`src/rtl/zeck_pkg.sv`:
```
package zeck_pkg;
    typedef enum logic [1:0] {
        ST_IDLE = 2'd0,
        ST_GROW = 2'd1,
        ST_EMIT = 2'd2,
        ST_FIN  = 2'd3
    } zst_e;
endpackage

```
`src/rtl/zeck_fib_pair.sv`:
```
// Steps a pair of adjacent Fibonacci terms (lo = F(i), hi = F(i+1))
// one index up or one index down.
module zeck_fib_pair #(
    parameter int FW = 17
) (
    input  logic [FW-1:0] lo,
    input  logic [FW-1:0] hi,
    output logic [FW-1:0] up_lo,
    output logic [FW-1:0] up_hi,
    output logic [FW-1:0] dn_lo,
    output logic [FW-1:0] dn_hi
);
    always_comb begin
        up_lo = hi;
        up_hi = lo + hi;
        dn_lo = hi - lo;
        dn_hi = lo;
    end
endmodule

```
`src/rtl/zeck_greedy_cmp.sv`:
```
// One greedy decision: take the term if it fits in the remainder.
module zeck_greedy_cmp #(
    parameter int FW = 17
) (
    input  logic [FW-1:0] term,
    input  logic [FW-1:0] rem,
    output logic          take,
    output logic [FW-1:0] rem_next
);
    always_comb begin
        take     = (term <= rem);
        rem_next = take ? (rem - term) : rem;
    end
endmodule

```
`src/rtl/zeck_recoder.sv`:
```
module zeck_recoder #(
    parameter int W    = 16,
    localparam int FW   = W + 1,
    localparam int IDXW = $clog2(2 * W + 4)
) (
    input  logic            clk,
    input  logic            rst_n,
    input  logic            start,
    input  logic [W-1:0]    value,
    output logic            busy,
    output logic            dig_valid,
    output logic            dig_bit,
    output logic            dig_last,
    output logic [IDXW-1:0] lead_idx,
    output logic            done,
    output logic            err
);
    import zeck_pkg::*;

    typedef struct packed {
        zst_e            st;
        logic [FW-1:0]   rem;
        logic [FW-1:0]   lo;
        logic [FW-1:0]   hi;
        logic [IDXW-1:0] idx;
        logic [IDXW-1:0] lead;
        logic            dval;
        logic            dbit;
        logic            dlast;
        logic            done;
        logic            err;
    } zreg_t;

    zreg_t r_d, r_q;

    logic [FW-1:0] up_lo, up_hi, dn_lo, dn_hi;
    logic          take;
    logic [FW-1:0] rem_next;

    zeck_fib_pair #(.FW(FW)) fib_i (
        .lo    (r_q.lo),
        .hi    (r_q.hi),
        .up_lo (up_lo),
        .up_hi (up_hi),
        .dn_lo (dn_lo),
        .dn_hi (dn_hi)
    );

    zeck_greedy_cmp #(.FW(FW)) cmp_i (
        .term     (r_q.lo),
        .rem      (r_q.rem),
        .take     (take),
        .rem_next (rem_next)
    );

    always_comb begin
        r_d       = r_q;
        r_d.dval  = 1'b0;
        r_d.dbit  = 1'b0;
        r_d.dlast = 1'b0;
        r_d.done  = 1'b0;
        r_d.err   = 1'b0;
        unique case (r_q.st)
            ST_IDLE: begin
                if (start) begin
                    if (value == '0) begin
                        r_d.done = 1'b1;
                        r_d.lead = '0;
                    end else begin
                        r_d.st  = ST_GROW;
                        r_d.rem = {1'b0, value};
                        r_d.lo  = FW'(1);
                        r_d.hi  = FW'(2);
                        r_d.idx = IDXW'(2);
                    end
                end
            end
            ST_GROW: begin
                if (r_q.hi > r_q.rem) begin
                    r_d.st   = ST_EMIT;
                    r_d.lead = r_q.idx;
                end else begin
                    r_d.lo  = up_lo;
                    r_d.hi  = up_hi;
                    r_d.idx = r_q.idx + IDXW'(1);
                end
            end
            ST_EMIT: begin
                r_d.dval = 1'b1;
                r_d.dbit = take;
                r_d.rem  = rem_next;
                if (r_q.idx == IDXW'(2)) begin
                    r_d.dlast = 1'b1;
                    r_d.st    = ST_FIN;
                end else begin
                    r_d.lo  = dn_lo;
                    r_d.hi  = dn_hi;
                    r_d.idx = r_q.idx - IDXW'(1);
                end
            end
            ST_FIN: begin
                r_d.done = 1'b1;
                r_d.err  = (r_q.rem != '0);
                r_d.st   = ST_IDLE;
            end
            default: r_d.st = ST_IDLE;
        endcase
    end

    always_ff @(posedge clk or negedge rst_n) begin
        if (!rst_n) begin
            r_q <= '{st: ST_IDLE, default: '0};
        end else begin
            r_q <= r_d;
        end
    end

    assign busy      = (r_q.st != ST_IDLE);
    assign dig_valid = r_q.dval;
    assign dig_bit   = r_q.dbit;
    assign dig_last  = r_q.dlast;
    assign lead_idx  = r_q.lead;
    assign done      = r_q.done;
    assign err       = r_q.err;
endmodule

```
`config.mk`:
```
export PLATFORM = sky130hd
export DESIGN_NAME = zeck_recoder
export DESIGN_NICKNAME = d
export VERILOG_FILES = /design/src/rtl/zeck_pkg.sv /design/src/rtl/zeck_fib_pair.sv /design/src/rtl/zeck_greedy_cmp.sv /design/src/rtl/zeck_recoder.sv
export SDC_FILE = /design/constraint.sdc
export NUM_CORES = 1
export LEC_CHECK = 0
export BUFFER_PORTS_ARGS = -buffer_cell sky130_fd_sc_hd__clkbuf_2
export CAP_MARGIN = 20
export CORE_UTILIZATION = 46
export DETAILED_ROUTE_END_ITERATION = 10
export GPL_TIMING_DRIVEN = 0
export PLACE_DENSITY = 0.74
export SETUP_SLACK_MARGIN = 0.02
export SYNTH_ARGS = -nofsm -noshare
export SYNTH_HDL_FRONTEND = slang
export SYNTH_SLANG_ARGS = --single-unit
```
`constraint.sdc`:
```
create_clock -name clk -period 3.1 [get_ports clk]
set_input_delay 0 -clock clk [delete_from_list [all_inputs] [get_ports clk]]
set_output_delay 0 -clock clk [all_outputs]
set_load 0.02 [all_outputs]
```
Yosys cells after proc, flatten, opt, wreduce, memory -nomap -nowiden
Cells that the tools add are included.
{"block": "word_totals", "in_bits": 19, "wordCells": 60, "ff_bits": 70, "out_inout_bits": 12}
{"block": "classes", "mux": 19, "reduce_logical": 11, "magnitude_cmp": 2, "add_sub_neg": 5, "n_eq_ne": 12}
{"operator": "$pmux 40 s3", "n": 1}
{"operator": "$mux 40", "n": 2}
{"operator": "$mux 65", "n": 1}
{"operator": "$mux 59", "n": 1}
{"operator": "$pmux 17 s2", "n": 1}
{"operator": "$sub 17x17->17", "n": 2}
{"operator": "$add 17x17->17", "n": 1}
{"operator": "$gt 17x17->1", "n": 1}
{"operator": "$le 17x17->1", "n": 1}
{"operator": "$mux 17", "n": 1}
{"operator": "$reduce_bool 17->1", "n": 1}
{"operator": "$logic_not 16->1", "n": 1}
{"operator": "$ne 2x2->1 const B", "n": 8}
{"operator": "$mux 6", "n": 2}
{"operator": "$pmux 6 s2", "n": 1}
{"operator": "$reduce_and 4->1", "n": 3}
{"operator": "$pmux 2 s4", "n": 1}
{"operator": "$add 6x1->6 const B", "n": 1}
{"operator": "$eq 6x2->1 const B", "n": 1}
{"operator": "$reduce_bool 2->1", "n": 3}
{"operator": "$sub 6x1->6 const B", "n": 1}
{"operator": "$reduce_and 5->1", "n": 1}
{"operator": "$eq 2x2->1 const B", "n": 2}
{"operator": "$mux 1", "n": 4}
{"operator": "6 further kinds", "n": 7}

Depth between registers and ports, before layout
{"block": "depth", "ltp_word": 4, "ltp_mapped": 13, "ltp_nobuf": 13}

Cells and area by module
From an unflattened synthesis, not the netlist that was laid out.
{"block": "unflattened", "hier_cells": 877, "area_unflattened_um2": 7627.3}
{"mod": "zeck_recoder", "cells_per_inst": 417, "area_per_inst_um2": 4394.2, "n_inst": 1, "seq_area_each_um2": 1751.7}
{"mod": "zeck_fib_pair", "cells_per_inst": 269, "area_per_inst_um2": 1856.8, "n_inst": 1, "seq_area_each_um2": 0.0}
{"mod": "zeck_greedy_cmp", "cells_per_inst": 191, "area_per_inst_um2": 1376.3, "n_inst": 1, "seq_area_each_um2": 0.0}

Least setup slack after synthesis
Ideal clock, no wire load.
{"block": "synth_timing", "path_kind": "register -> register", "startpoint": "register r_q[34] (netlist bit)", "endpoint": "register r_q[33] (netlist bit)", "arrival_time_ns": 2.748, "path_stages_with_launch": 13, "period_less_slack_ns": 2.874, "setup_ns": 0.126, "path_slack_ns": 0.226, "required_ns": 2.974, "path_buffers": 0, "path_cell_list": "dfrtp_1 ha_1 inv_1 fa_1 nor2_4 o311ai_4 o21ai_2 o41ai_2 o31ai_2 a221oi_2 xnor2_1 mux2_1 a221o_1"}
{"block": "synth_via", "elab_chain_cells": 3}
{"element": "start, declared", "line_no": "zeck_recoder.sv:34", "source": "zreg_t r_d, r_q;"}
{"element": "start signal, assigned", "line_no": "zeck_recoder.sv:114", "source": "r_q <= r_d;"}
{"element": "$add 17x17->17", "line_no": "zeck_fib_pair.sv:15", "source": "up_hi = lo + hi;"}
{"element": "$mux 40", "line_no": "zeck_recoder.sv:79", "source": "if (r_q.hi > r_q.rem) begin"}
{"element": "$pmux 40 s3", "line_no": "zeck_recoder.sv:63", "source": "unique case (r_q.st)"}
No other way between the ends. The select of a mux whose other input is x is not followed.
A chain may end at the register's enable or synchronous reset.

Final worst setup path
{"block": "layout_timing", "startpoint": "register r_q[17] (netlist bit)", "endpoint": "register r_q[33] (netlist bit)"}
{"block": "layout_via", "elab_chain_cells": 3, "elab_cells_between_ends": 6, "cone_classes": "add/sub: 1; order compare: 1; eq/ne: 1; mux: 2; reduce/logical: 1"}
{"element": "$add 17x17->17 or $gt 17x17->1 (tied branches)", "line_no": "zeck_fib_pair.sv:15, zeck_recoder.sv:79"}
{"element": "$mux 40 or $ne 2x2->1 (tied branches)"}
{"element": "$pmux 40 s3 or $reduce_and 5->1 (tied branches)"}
Parallel ways exist; a longest one is shown, timed or not. The select of a mux whose other input is x is not followed.

==> results.py <==
metrics = {
    "floorplanning": {
        "die_h_um": 117,
        "core_area_mm2": 0.0128,
        "die_width_um": 117,
        "row_count": 41,
        "die-area_mm2": 0.0137,
        "initial_core_util_pct": 47.8,
        "io_pins": 31,
    },
    "logic_synthesis": {
        "async_flop_share_pct": 100,
        "synthFlopType": "dfrtp_1",
        "ys_ff_latch": 70,
        "avgSynthCellArea_um2": 8.45,
        "netlist_area_mm2": 0.00610,
        "seq_area_frac_synth_pct": 28.7,
        "yosys-top-cells-area": "dfrtp_1, ha_1, a21oi_1",
        "synthTopCellsByCount": "a21oi_1, ha_1, dfrtp_1",
        "synth_top_area_share_pct": 28.7,
        "ys.warnings.count": 0,
        "syn-instance-count": 722,
        "synth_top_area_cell": "dfrtp_1",
        "synth-edff-count": 0,
        "syn_nets": 819,
        "yosysUniqueCellTypes": 62,
    },
    "timing": {
        "hold_viol": 0,
        "skew_ns": 0.00826,
        "fmax_mhz": 325,
        "setup_viol": 0,
        "slew_headroom_pct": 36.1,
        "rsz0062_at_grt": "true",
        "setup_ws_ns": 0.0185,
        "period_needed_ns": 3.08,
        "fin_crit_sh_pct": 99.4,
        "worstMarginPinSlew_ns": 0.949,
        "maxSlewViolCount": 0,
    },
    "drt": {
        "drtAntennaViolNets": 0,
        "drc": 0,
        "drt_iter0_drc": 490,
        "routed-via-count": 5684,
        "wirelength_um": 17400,
        "dr.pass1.iters": 5,
        "wl_per_cell_um": 17.9,
        "avgViaCountPerCell": 5.85,
    },
    "cells_and_area": {
        "drive_above_1_share_pct": 15.6,
        "multi_input_area_mm2": 0.00410,
        "final-seq-area_mm2": 0.00176,
        "area.growth.synth_to_final_pct": 19.1,
        "fillers": 1117,
        "stdcell_count": 972,
        "nets": 893,
        "antenna_cells": 0,
    },
    "clock_tree": {
        "clock_latency_ns": 0.35,
        "cts_tree": "built",
        "cts_htree_levels": 3,
        "clk_pin_slew_ns": 0.06,
        "cts-buffers-inserted": 9,
        "numClockSinks": 70,
        "root_buffer": "clkbuf_16",
        "clockBufferDepth": 2,
    },
    "global_routing": {
        "grt_pass1_vias": 5513,
        "grt_overflow": 0,
        "antenna_found_initial": 0,
        "grt_start_max_net_pins": 37,
        "grt_pass1_wl_um": 27700,
        "grt_usage_pct": 27.1,
    },
    "job": {
        "drv_cap": 0,
    },
    "min_path": {
        "hold_class": "in2reg",
    },
    "run_status": {
        "status": "completed",
    },
    "worst_setup_path": {
        "worst-setup-path-type": "reg2reg",
        "required_ns": 3.33,
        "crit_path_end_kind": "register",
        "arrival_ns": 3.31,
        "startpoint_type": "register",
        "worstPathMaxFanout": 4,
    },
    "place": {
        "place_inst": 925,
        "routabilityCongestion": 0.926,
        "portBuffers": 30,
        "dp_hpwl_um": 12500,
        "dpl_worst_slack_ns": -0.265,
    },
}
logic make-up after synthesis:
| family | after synthesis | share of synthesized area [%] |
|---|---|---|
| mux | 10 | 1.68 |
| fa+ha+maj | 78 | 16.5 |
| xor+xnor | 43 | 6.17 |
| compound gates | 240 | 26.3 |
| buf+inv | 95 | 6.58 |
| simple gates | 186 | 14.1 |
| flops | 70 | 28.7 |
flip-flops by register name, summed over array words and instances (netlist names):
register	flops
dig_valid	1
err	1
lead_idx	6
dig_bit	1
done	1
r_q	59
dig_last	1
repair_timing:
action                                  4_1_cts  5_1_grt
endpoints found under the setup margin       55       49
endpoints found under the hold margin        50        0
pin swaps                                    10       15
resized for setup                            27       28
setup buffers                                 9        6
hold buffers                                 17        0
cloned                                        0        0
path summary, 6_finish.rpt:
path,from,end,slack [ns],cells after the start
worst min register to register,lead_idx[3]$_DFFE_PN0P_,lead_idx[3]$_DFFE_PN0P_,0.50,1
min in group asynchronous,rst_n,r_q[19]$_DFFE_PN0P_,0.21,2
worst min-delay path,value[15],done$_DFF_PN0_,0.1,4
worst max-delay path,r_q[17]$_DFFE_PN0P_,r_q[33]$_DFFE_PN0P_,0.02,12
max in group asynchronous,rst_n,r_q[23]$_DFFE_PN0P_,2.30,3
worst max register to register,r_q[17]$_DFFE_PN0P_,r_q[33]$_DFFE_PN0P_,0.02,12
layout make-up:
class	count	area share, %
multi-input combinational	557	56.4
sequential	70	24.2
timing repair buffer	63	6.27
clock buffer	12	3.67
inverter	59	3.05
tap	172	2.96
buffer	36	2.88
clock inverter	3	0.586
layout by cell type (no fill, tap or decap), types with 14 or more instances in the layout:
master,instances
xnor2_1,37
clkbuf_2,34
a21o_1,19
buf_4,23
dfrtp_1,65
nor3_1,15
a22oi_1,14
inv_1,55
nand2_1,56
a21oi_1,70
dlygate4sd3_1,17
o21ai_0,41
ha_1,71
nor2_1,57
worst max-delay path, cell delays in order (launching register included):
cell and delay, ns:
dfrtp_1 0.41, ha_2 0.19, inv_2 0.05, fa_2 0.24
nor2_4 0.06, o311ai_4 0.27, o21ai_2 0.14, o41ai_4 0.41
o31ai_4 0.09, a221oi_2 0.29, xnor2_1 0.16, mux2_1 0.34
a221o_1 0.30
routing by layer:
metal,vias to the layer above,global-route usage [%],routed length [um]
li1,2740,-,-
met1,2695,34.4,7710
met2,206,44.0,8100
met3,43,5.61,1050
met5,-,0,0
met4,0,12.6,544
through the flow:
stage / utilization, % / setup TNS [ns] / hold slack [ns] / cell area (um2)
global route: 56.9 / -0.0860 / 0.111 / 7260
floorplan: - / 0 / -0.296 / 6100
finish: 56.9 / 0 / 0.0983 / 7260
detailed placement: 50.8 / -8.75 / 0.0414 / 6490
CTS: 55.8 / 0 / 0.0826 / 7130
global placement: 50.6 / -6.76 / 0.272 / 6470
Power is not shown: default switching activity piles up to over one toggle a cycle in this logic, so the estimate is an artifact.
